`config.mk`:
```
export PLATFORM = sky130hd
export DESIGN_NAME = sdram_page_ctrl
export DESIGN_NICKNAME = d
export VERILOG_FILES = /design/src/rtl/sdram_page_ctrl.sv
export SDC_FILE = /design/constraint.sdc
export NUM_CORES = 1
export LEC_CHECK = 0
export BUFFER_PORTS_ARGS = -buffer_cell sky130_fd_sc_hd__buf_2
export CORE_MARGIN = 4
export CORE_UTILIZATION = 50
export DETAILED_ROUTE_END_ITERATION = 16
export GPL_ROUTABILITY_DRIVEN = 0
export PLACE_DENSITY_LB_ADDON = 0.12
export SYNTH_ARGS = -nofsm -noshare
export SYNTH_HDL_FRONTEND = slang
export SYNTH_SLANG_ARGS = --single-unit
```
`constraint.sdc`:
```
create_clock -name clk -period 3.1 [get_ports clk]
set_input_delay 0.62 -clock clk [delete_from_list [all_inputs] [get_ports clk]]
set_output_delay 0.62 -clock clk [all_outputs]
set_load 0.01 [all_outputs]
```
`src/rtl/sdram_page_ctrl.sv`:
```
module sdram_page_ctrl #(
  parameter int ROWW  = 13,
  parameter int COLW  = 9,
  parameter int BANKW = 2,
  parameter int DW    = 32,
  parameter int TRFC  = 6
) (
  input  logic                         clk,
  input  logic                         rst_n,
  input  logic                         cpu_start,
  input  logic                         cpu_write,
  input  logic [ROWW+BANKW+COLW-1:0]   cpu_addr,
  input  logic [DW-1:0]                cpu_wdata,
  output logic [DW-1:0]                cpu_rdata,
  output logic                         cpu_busy,
  output logic                         cpu_beat,
  input  logic                         ref_req,
  output logic                         ref_ack,
  input  logic                         cfg_cas3,
  input  logic [3:0]                   cfg_trcd,
  input  logic [3:0]                   cfg_trp,
  output logic                         sd_cs_n,
  output logic                         sd_ras_n,
  output logic                         sd_cas_n,
  output logic                         sd_we_n,
  output logic [BANKW-1:0]             sd_ba,
  output logic [ROWW-1:0]              sd_addr,
  output logic [DW-1:0]                sd_dq_out,
  output logic                         sd_dq_oe,
  input  logic [DW-1:0]                sd_dq_in
);
  localparam int NB = 1 << BANKW;
  localparam int AW = ROWW + BANKW + COLW;
  localparam int AP = 10;

  typedef enum logic [2:0] {S_IDLE, S_PRE, S_ACT, S_COL, S_WAIT, S_BURST, S_RPALL, S_REF} st_t;

  st_t state, ret, tgt;
  logic [7:0] cnt, dly;
  logic [1:0] beat_n;
  logic wr_q;
  logic [ROWW-1:0]  row_q;
  logic [BANKW-1:0] bank_q;
  logic [COLW-1:0]  col_q;
  logic [NB-1:0]    open_v;
  logic [ROWW-1:0]  open_row [NB];

  wire [ROWW-1:0]  a_row  = cpu_addr[AW-1 -: ROWW];
  wire [BANKW-1:0] a_bank = cpu_addr[COLW +: BANKW];
  wire [COLW-1:0]  a_col  = cpu_addr[COLW-1:0];
  wire hit = open_v[a_bank] && (open_row[a_bank] == a_row);
  wire [7:0] cl = cfg_cas3 ? 8'd3 : 8'd2;

  always_comb begin
    dly = 8'd1;
    tgt = S_IDLE;
    case (state)
      S_PRE:   begin dly = {4'd0, cfg_trp};  tgt = S_ACT;   end
      S_ACT:   begin dly = {4'd0, cfg_trcd}; tgt = S_COL;   end
      S_COL:   begin dly = wr_q ? 8'd1 : cl; tgt = S_BURST; end
      S_RPALL: begin dly = {4'd0, cfg_trp};  tgt = S_REF;   end
      S_REF:   begin dly = 8'(TRFC);         tgt = S_IDLE;  end
      default: ;
    endcase
  end

  always_ff @(posedge clk) begin
    if (!rst_n) begin
      state  <= S_IDLE;
      ret    <= S_IDLE;
      cnt    <= '0;
      beat_n <= '0;
      wr_q   <= 1'b0;
      row_q  <= '0;
      bank_q <= '0;
      col_q  <= '0;
      open_v <= '0;
      for (int i = 0; i < NB; i++) open_row[i] <= '0;
    end else begin
      case (state)
        S_IDLE: begin
          if (ref_req) state <= S_RPALL;
          else if (cpu_start) begin
            wr_q   <= cpu_write;
            row_q  <= a_row;
            bank_q <= a_bank;
            col_q  <= a_col;
            state  <= hit ? S_COL : (open_v[a_bank] ? S_PRE : S_ACT);
          end
        end
        S_WAIT: begin
          if (cnt == 0) state <= ret;
          else cnt <= cnt - 8'd1;
        end
        S_BURST: begin
          beat_n <= beat_n + 2'd1;
          if (beat_n == 2'd3) state <= S_IDLE;
        end
        default: begin
          if (dly <= 8'd1) state <= tgt;
          else begin
            state <= S_WAIT;
            ret   <= tgt;
            cnt   <= dly - 8'd2;
          end
          case (state)
            S_PRE:   open_v[bank_q] <= 1'b0;
            S_ACT:   begin open_v[bank_q] <= 1'b1; open_row[bank_q] <= row_q; end
            S_COL:   beat_n <= wr_q ? 2'd1 : 2'd0;
            S_RPALL: open_v <= '0;
            default: ;
          endcase
        end
      endcase
    end
  end

  always_comb begin
    {sd_cs_n, sd_ras_n, sd_cas_n, sd_we_n} = 4'b0111;
    sd_ba   = bank_q;
    sd_addr = '0;
    case (state)
      S_ACT:   begin {sd_cs_n, sd_ras_n, sd_cas_n, sd_we_n} = 4'b0011; sd_addr = row_q; end
      S_COL:   begin
        {sd_cs_n, sd_ras_n, sd_cas_n, sd_we_n} = wr_q ? 4'b0100 : 4'b0101;
        sd_addr[COLW-1:0] = col_q;
      end
      S_PRE:   {sd_cs_n, sd_ras_n, sd_cas_n, sd_we_n} = 4'b0010;
      S_RPALL: begin {sd_cs_n, sd_ras_n, sd_cas_n, sd_we_n} = 4'b0010; sd_addr[AP] = 1'b1; end
      S_REF:   {sd_cs_n, sd_ras_n, sd_cas_n, sd_we_n} = 4'b0001;
      default: ;
    endcase
  end

  assign cpu_busy  = (state != S_IDLE);
  assign cpu_beat  = (state == S_BURST) || (state == S_COL && wr_q);
  assign ref_ack   = (state == S_REF);
  assign sd_dq_oe  = cpu_beat && wr_q;
  assign sd_dq_out = cpu_wdata;
  assign cpu_rdata = sd_dq_in;

  wire is_act = !sd_cs_n && !sd_ras_n &&  sd_cas_n &&  sd_we_n;
  wire is_col = !sd_cs_n &&  sd_ras_n && !sd_cas_n;
  wire is_ref = !sd_cs_n && !sd_ras_n && !sd_cas_n &&  sd_we_n;

  a_r6_four_beats: assert property (@(posedge clk) disable iff (!rst_n)
    $rose(cpu_beat) |=> cpu_beat ##1 cpu_beat ##1 cpu_beat ##1 !cpu_beat);
  a_r7_no_autopre: assert property (@(posedge clk) disable iff (!rst_n)
    is_col |-> !sd_addr[AP]);
  a_r5_act_closed: assert property (@(posedge clk) disable iff (!rst_n)
    is_act |-> !open_v[sd_ba]);
  a_r3_col_open: assert property (@(posedge clk) disable iff (!rst_n)
    is_col |-> open_v[sd_ba]);
  a_r10_ref_closed: assert property (@(posedge clk) disable iff (!rst_n)
    is_ref |-> (open_v == '0));
endmodule

```
# Word-level counts from Yosys, hierarchy flattened
# Memories as Yosys holds them, arrays and structs flattened.
# Index checks and enable logic that the tools add are counted.
totals:
  mem_count: 1
  input_bits: 102
  register_bits: 45
  mem_bits_rw: 52
  word_cells: 100
  output_inout_bits: 87
mem_list:
  columns: ["name", "depth", "width", "read_ports", "rd_clocked_by_memory_dff", "wr", "line", "rtl"]
  rows:
  - ["open_row", 4, 13, 1, 0, 4, "46", "logic [ROWW-1:0] open_row [NB];"]
classes:
  order_cmp: 4
  eq_ne: 14
  add_sub_neg: 3
  reduce_logical: 22
  bitwise_logic: 8
  muxes: 39
ops:
  columns: ["op", "count"]
  rows:
  - ["9-bit case mux with 2 select lines", 1]
  - ["8-bit two-way mux", 2]
  - ["4-bit case mux with 4 select lines", 1]
  - ["8-bit case mux with 2 select lines", 1]
  - ["3-bit two-way mux", 5]
  - ["13-bit equality test", 1]
  - ["13-bit two-way mux", 1]
  - ["13-bit OR reduction", 1]
  - ["3-bit equality test (second input constant)", 4]
  - ["1-bit two-way mux", 12]
  - ["2-bit two-way mux", 6]
  - ["3-bit case mux with 4 select lines", 1]
  - ["4-bit case mux with 3 select lines", 1]
  - ["3-bit case mux with 3 select lines", 1]
  - ["3-bit AND reduction", 3]
  - ["8-bit by 1-bit <= comparator with 1-bit output (second input constant)", 1]
  - ["8-bit zero test", 1]
  - ["1-bit case mux with 2 select lines", 4]
  - ["8-bit by 1-bit subtractor with 8-bit output (second input constant)", 1]
  - ["8-bit by 2-bit subtractor with 8-bit output (second input constant)", 1]
  - ["3-bit by 2-bit equality test with 1-bit output (second input constant)", 2]
  - ["2-bit by 3-bit < comparator with 1-bit output (second input constant)", 2]
  - ["2-bit inequality test (second input constant)", 3]
  - ["2-bit AND reduction", 3]
  - ["other kinds (21)", 31]

# Logic depth before layout (Yosys ltp)
# Gate-level depths: netlist of run 1.
depth:
  ltp_word: 7
  depth_mapped: 10
  mapped_depth_nobuf: 9

# Least setup slack after synthesis of run 1
# Ideal clock, no wire load.
synth_path:
  kind: "flip-flop to flip-flop"
  from: "register state[0]"
  to: "memory open_row[3][0] (enable)"
  setup_ps: 404
  t_arrival_ps: 2191
  n_path_buf: 4
  stages_incl_launch_ff: 6
  required_time_ps: 2696
  period_less_slack_ps: 2595
  path_slack_ps: 505
  path_cell_list: "dfxtp_1 buf_2 buf_1 clkbuf_1 buf_2 o31ai_1"
synth_lines:
  columns: ["item", "line", "rtl"]
  rows:
  - ["from (decl)", "38", "st_t state, ret, tgt;"]
  - ["from (signal assigned)", "88", "state <= hit ? S_COL : (open_v[a_bank] ? S_PRE : S_ACT);"]
  - ["from (signal assigned)", "92", "if (cnt == 0) state <= ret;"]
  - ["from (signal assigned)", "100", "if (dly <= 8'd1) state <= tgt;"]
  - ["to (decl)", "46", null]

# Final worst setup path of run 1
layout_path:
  from: "register state[0]"
  to: "output sd_dq_oe"
layout_via:
  elab_chain_len: 4
  word_cells_on_any_way: 5
  classes_between: "eq/ne (2); reduce/logical (3)"
layout_lines:
  columns: ["item", "line", "rtl"]
  rows:
  - ["3-bit by 2-bit equality test with 1-bit output", "136", "assign cpu_beat = (state == S_BURST) || (state == S_COL && wr_q);"]
  - ["1-bit logical AND", "136", null]
  - ["1-bit logical OR (*)", "136", null]
  - ["1-bit logical AND (*)", "138", "assign sd_dq_oe = cpu_beat && wr_q;"]
  - ["to (decl)", "29", "output logic sd_dq_oe,"]
# Every way passes the cells marked *; elsewhere a longest branch is shown, timed or not.

==> results.toml, run 1 <==
[outcome]
status = "finished, final reports clean"

[critical_path]
data_required_time_at_the_worst_endpoint_ps = 2480
rr_worst_depth = 7
worst_path_largest_cell_delay_ps = 680
crit_start = "state[0]"
critical-path-slowest-cell = "dfxtp_1"
reg2reg_slack_ps = 520
crit_chain = "buf_4 -> clkinv_1 -> a211oi_1 -> buf_2"
critical_path_class = "flop to output port"
r2r_startpoint = "state[0]"
worstReg2RegEnd = "cnt[7]"
setup.worst_path.end_class = "output port"
crit_end = "sd_dq_oe"
cp_max_fanout = 17
critPathLaunchType = "flop"
worst_ep_arrival_time_ps = 2000

[timing]
tightestPinTransition_ps = 788
hold_viol_final = 0
final_setup_fails = 0
fin_ws_ps = 483
fin_setup_tns_ps = 0
unrepaired_setup_endpoints_after_global_routing = "no"
timing.final.crit_share = 0.844
max_slew_margin = 0.475
timing.fmax_ghz = 0.382
clock_skew_ps = 8.97
slew_viol_final = 0
post-route-min-period_ps = 2620

[synth]
synthesis.instances = 562
syn_nets = 669
synth-warning-count = 0
synth.largest_area_cell = "edfxtp_1"
syn_area_um2 = 5520
synthFlopType = "edfxtp_1"
synth-async-reset-ratio = 0
fraction_of_post_synthesis_cell_area_in_the_top_cell_type_by_area = 0.283
synth.yosys.seq_area_share = 0.446
post_synth.cell_area_avg_um2 = 9.82
main_area_contributors_after_synthesis = "edfxtp_1 28%, dfxtp_1 16%, buf_4 8.8%"
synth_enable_flop_cells = 52
postSynthRegisterBits = 97
ys_types = 56

[layout]
mostFrequentLayoutCell = "nand2_1"
finalNetCount = 655
sequential_cell_area_um2 = 2460
synthesis_to_layout_area_growth_pct = 2.72
mostFrequentLayoutCells = "76 x nand2_1, 59 x buf_2, 52 x edfxtp_1"
multiInputGateArea_um2 = 2380
drive_above_1_share = 0.190
n_antenna_cell = 0
num-fill-cells = 992

[clock_network]
clkLatencyLatePin_ps = 380
worst_setup_hold_path_clk_slew_ps = 100
cts_hold_repair.buffers = 0
cts_post_setup_buffers_inserted = 0
post_cts_resize_count = 0
cts_made_buffers = 9
cts_buffer_depth = 2
cts_tree = "done"
clk_root_buffer_cell = "clkbuf_8"
total_number_of_h_tree_levels = 3
clock-sinks = 97

[pwr]
pwr_density_cell_nw_per_um2 = 675
ir_drop_worst_case_vdd_uv = 383
power.share.combinational = 0.334
total_switching_power_mw = 1.44
clock_network_fraction_of_total_power = 0.232
power.static_leakage_nw = 2.23
intPower_mw = 2.39
pwr-share-seq = 0.433
fin_total_pwr_mw = 3.83
power.share.switching = 0.376

[floorplan]
die_width_um = 113
fp-row-count = 38
die_area_um2 = 12800
dieHeight_um = 113
ios = 189
initial_utilization = 0.509
design.core.area_um2 = 10800

[min_path]
hold_path.startpoint = "col_q[1]"
min_path_type = "flop to flop"

[global_route]
all_layer_global_routing_usage = 0.205
grt_pass1_wl_mm = 20.5
globalRoute.totalOverflow = 0
largest_net_degree_at_the_start_of_global_routing = 63
grt_pass1_vias = 3871
antenna_found_initial = 0

[drt]
drt_first_pass_iters = 4
viasPerCell = 5.61
final_antenna_net_count = 0
drc = 0
drtIter0Drc = 232
routed_wire_length_per_instance_um = 18.4
routed-via-count = 3891
postRouteWirelength_mm = 12.8

[placement]
dp_worst_setup_slack_ps = 317
place_hpwl_mm = 8.63
io_buffer_count = 59

[flow_run]
max_cap_viol_count = 0
[cells by family (layout without fill, tap and decap cells)]
group / after synthesis / after routing / share of synthesized area
and+or+nand+nor: 218 / 218 / 0.200
buffers and inverters: 108 / 99 / 0.124
DFF: 97 / 97 / 0.446
AOI/OAI and AO/OA: 91 / 91 / 0.113
muxes: 26 / 26 / 0.0798
xor gates and xnor gates: 16 / 16 / 0.0254
adders and majority gates: 5 / 5 / 0.0113
other: 1 / 1 / 0.000679
[layer usage]
| layer | vias to the layer above | share of wire | routed length, um | track usage |
|---|---|---|---|---|
| met4 | 0 | 0.024 | 306 | 0.111 |
| met2 | 131 | 0.46 | 5820 | 0.307 |
| met1 | 1844 | 0.45 | 5770 | 0.281 |
| met5 | - | 0 | 0 | 0 |
| li1 | 1866 | - | - | - |
| met3 | 50 | 0.068 | 869 | 0.0396 |
[final cells by class]
type / count / area share
sequential: 97 / 0.434
multi-input combinational: 357 / 0.420
timing repair buffer: 74 / 0.0719
tap: 140 / 0.0309
clock buffer: 10 / 0.0243
clock inverter: 6 / 0.0128
inverter: 9 / 0.00596
[metrics by stage]
| stage | hold WS (ps) | utilization | cells | instance area (um2) |
|---|---|---|---|---|
| 2_1_floorplan | 443 | - | 562 | 5520 |
| 5_1_grt | 491 | 0.523 | 693 | 5670 |
| 3_3_place_gp | 452 | 0.504 | 677 | 5460 |
| 6_report | 475 | 0.523 | 693 | 5670 |
| 4_1_cts | 465 | 0.523 | 693 | 5670 |
| 3_5_place_dp | 462 | 0.504 | 677 | 5460 |
[Yosys cell counts (4+ instances only)]
cell,number
a21boi_0,18
a21boi_1,8
a21oi_1,15
and2_1,41
and3_1,12
buf_2,7
buf_4,65
clkbuf_1,23
dfxtp_1,45
edfxtp_1,52
ha_1,5
inv_1,8
mux2i_1,14
mux4_1,8
mux4_2,4
nand2_1,76
nand2b_1,7
nand3_1,11
nor2_1,36
nor2b_1,6
nor3_1,12
o211ai_1,5
o21ai_0,19
o31ai_1,5
xor2_1,13
[worst min path at each step]
stage	end	slack [ps]	depth (start not counted)
final	col_q[1]	470	2
after detailed placement	col_q[8]	460	2
after global placement	col_q[5]	450	2
after CTS	col_q[5]	470	3
after global routing	col_q[4]	490	3
after floorplan	col_q[0]	440	2
[flip-flops by register name, summed over array words and instances, names as in the netlist]
register / flops
ret: 3
open_v: 4
beat_n: 2
cnt: 8
sd_ba: 2
wr_q: 1
row_q: 13
open_row: 52
col_q: 9
state: 3
[power by group through the flow]
stage / sequential (mW) / clock (mW) / combinational [mW]
after floorplan: 1.60 / 0 / 1.07
after global placement: 1.68 / 0 / 1.26
after detailed placement: 1.69 / 0 / 1.28
after CTS: 1.66 / 0.905 / 1.29
after global routing: 1.69 / 0.958 / 1.44
final: 1.66 / 0.890 / 1.28
[critical path: cells and delay by family (launching register included)]
kind	cells	cell delay, ps
AOI/OAI and AO/OA	1	250
buffers and inverters	3	690
DFF	1	680
(Power assumes the default switching activity.)
==> run 2, diff against run 1 <==
- CORE_UTILIZATION: 50 -> 46
- clock period: 3.1 -> 2.1 ns (I/O delays scaled with it)
==> run 2 against run 1 <==
  * Cell count increased by 5.3%
  * Combinational power increased by 91%
  * Utilization up 1.3 points
  * Critical endpoint is now sd_addr[12]
  * Largest cell class unchanged
  * Worst setup slack lost 430 ps
  * Design area increased by 9.4%
  * Sequential share of layout area is 3.7 points lower
==> results.toml, run 2 (synthesis gave the netlist of run 1 again) <==
[outcome]
status = "finished, final reports clean"

[layout]
multiInputGateArea_um2 = 2440
synthesis_to_layout_area_growth_pct = 12.4
finish.instance_area_um2 = 6200
num-fill-cells = 1020
mostFrequentLayoutCell = "nand2_1"
finalNetCount = 689
regMostFlops = "open_row"
layout_top_registers = "open_row x52, row_q x13, col_q x9"
drive_above_1_share = 0.262
sequential_cell_area_um2 = 2470
n_antenna_cell = 0
mostFrequentLayoutCells = "76 x nand2_1, 58 x buf_2, 52 x edfxtp_1"
largest_register_ffs = 52

[clock_network]
cts_made_buffers = 9
cts_hold_repair.buffers = 0
clkLatencyLatePin_ps = 350
worst_setup_hold_path_clk_slew_ps = 70
clk_root_buffer_cell = "clkbuf_16"
cts_buffer_depth = 2
clock-sinks = 97
total_number_of_h_tree_levels = 3
cts_tree = "done"

[drt]
routed-via-count = 4014
routed_wire_length_per_instance_um = 18.1
final_antenna_net_count = 0
viasPerCell = 5.50
drc = 0
drtIter0Drc = 204
postRouteWirelength_mm = 13.2
drt_first_pass_iters = 5

[timing]
hold_viol_final = 0
timing.final.crit_share = 0.976
tightestPinTransition_ps = 596
timing.fmax_ghz = 0.488
slew_viol_final = 0
fin_setup_tns_ps = 0
post-route-min-period_ps = 2050
clock_skew_ps = 6.04
max_slew_margin = 0.602
final_setup_fails = 0
worst_hold_slack_ps = 316

[placement]
io_buffer_count = 59
placedInstanceArea_um2 = 5740
place_hpwl_mm = 9.28

[critical_path]
crit_family = "buffers and inverters"
critical-path-slowest-cell = "dfxtp_4"
setup.worst_path.end_class = "output port"
crit_chain = "buf_4 -> nand2b_4 -> nor2_2 -> buf_6 -> and2_1 -> buf_2"
critPathLaunchType = "flop"
data_required_time_at_the_worst_endpoint_ps = 1680
cp_max_fanout = 9
worst_path_largest_cell_delay_ps = 370
cp_num_buf_inv = 3
critical_path_class = "flop to output port"
worst_ep_arrival_time_ps = 1630

[floorplan]
die_area_um2 = 13800
dieHeight_um = 118
die_width_um = 118
ios = 189
initial_utilization = 0.477
fp-row-count = 39
design.core.area_um2 = 11600

[global_route]
globalRoute.totalOverflow = 0
antenna_found_initial = 0
grt_pass1_wl_mm = 21.1
all_layer_global_routing_usage = 0.191
grt_pass1_vias = 3991
largest_net_degree_at_the_start_of_global_routing = 63

[flow_run]
max_cap_viol_count = 0

[pwr]
ir_drop_worst_case_vdd_uv = 570
pwr_density_cell_nw_per_um2 = 1060
power.static_leakage_nw = 2.48

[min_path]
min_path_type = "primary input to flop"
-- run 2: area by class of cell --
cell class                 count  share of cell area
multi-input combinational    357               0.393
timing repair buffer         108               0.123
sequential                    97               0.398
tap                          143              0.0288
inverter                       9             0.00605
clock buffer                  12              0.0466
clock inverter                 4             0.00464
-- run 2: timing repair --
action                                 in CTS  in global routing
buffers inserted                            2                  4
endpoints found under the hold margin       0                  0
setup endpoints to repair                  20                 22
resized for setup                           7                 18
pin swaps                                   0                  5
-- run 2: report_power, final --
part           switching [mW]  internal (mW)
clock                   0.722          0.985
combinational            1.36           1.09
sequential              0.185           2.23
total                    2.27           4.30
-- run 2: tightest hold or removal path, delay by kind of cell --
family                 cells  cell delay, ps
buffers and inverters      1              90
AOI/OAI and AO/OA          1              60
and+or+nand+nor            1              40
-- run 2: routing by layer --
metal | routed length (um) | vias to the layer above | part of all wire | global-route usage
met4 | 440 | 0 | 0.033 | 0.0747
met5 | 0 | - | 0 | 0
li1 | - | 1938 | - | -
met1 | 5860 | 1893 | 0.44 | 0.254
met3 | 730 | 71 | 0.055 | 0.0466
met2 | 6180 | 112 | 0.47 | 0.302
-- run 2: path summary, 6_finish.rpt --
path / cells after the start / start / end / slack [ps]
setup / recovery: 6 / state[2] / sd_addr[12] / 50
hold reg to reg: 2 / col_q[0] / col_q[0] / 470
hold / removal: 3 / cpu_addr[5] / col_q[5] / 320
setup reg to reg: 5 / open_row[1][4] / state[1] / 120
-- run 2: stage by stage --
step | power (mW) | std cells | setup slack, ps | utilization
2_1_floorplan | 3.96 | 562 | -62.4 | -
3_3_place_gp | 4.67 | 708 | -367 | 0.497
3_5_place_dp | 4.70 | 708 | -381 | 0.497
4_1_cts | 6.46 | 726 | 8.55 | 0.527
5_1_grt | 6.97 | 730 | -2.51 | 0.536
6_report | 6.57 | 730 | 50.8 | 0.536
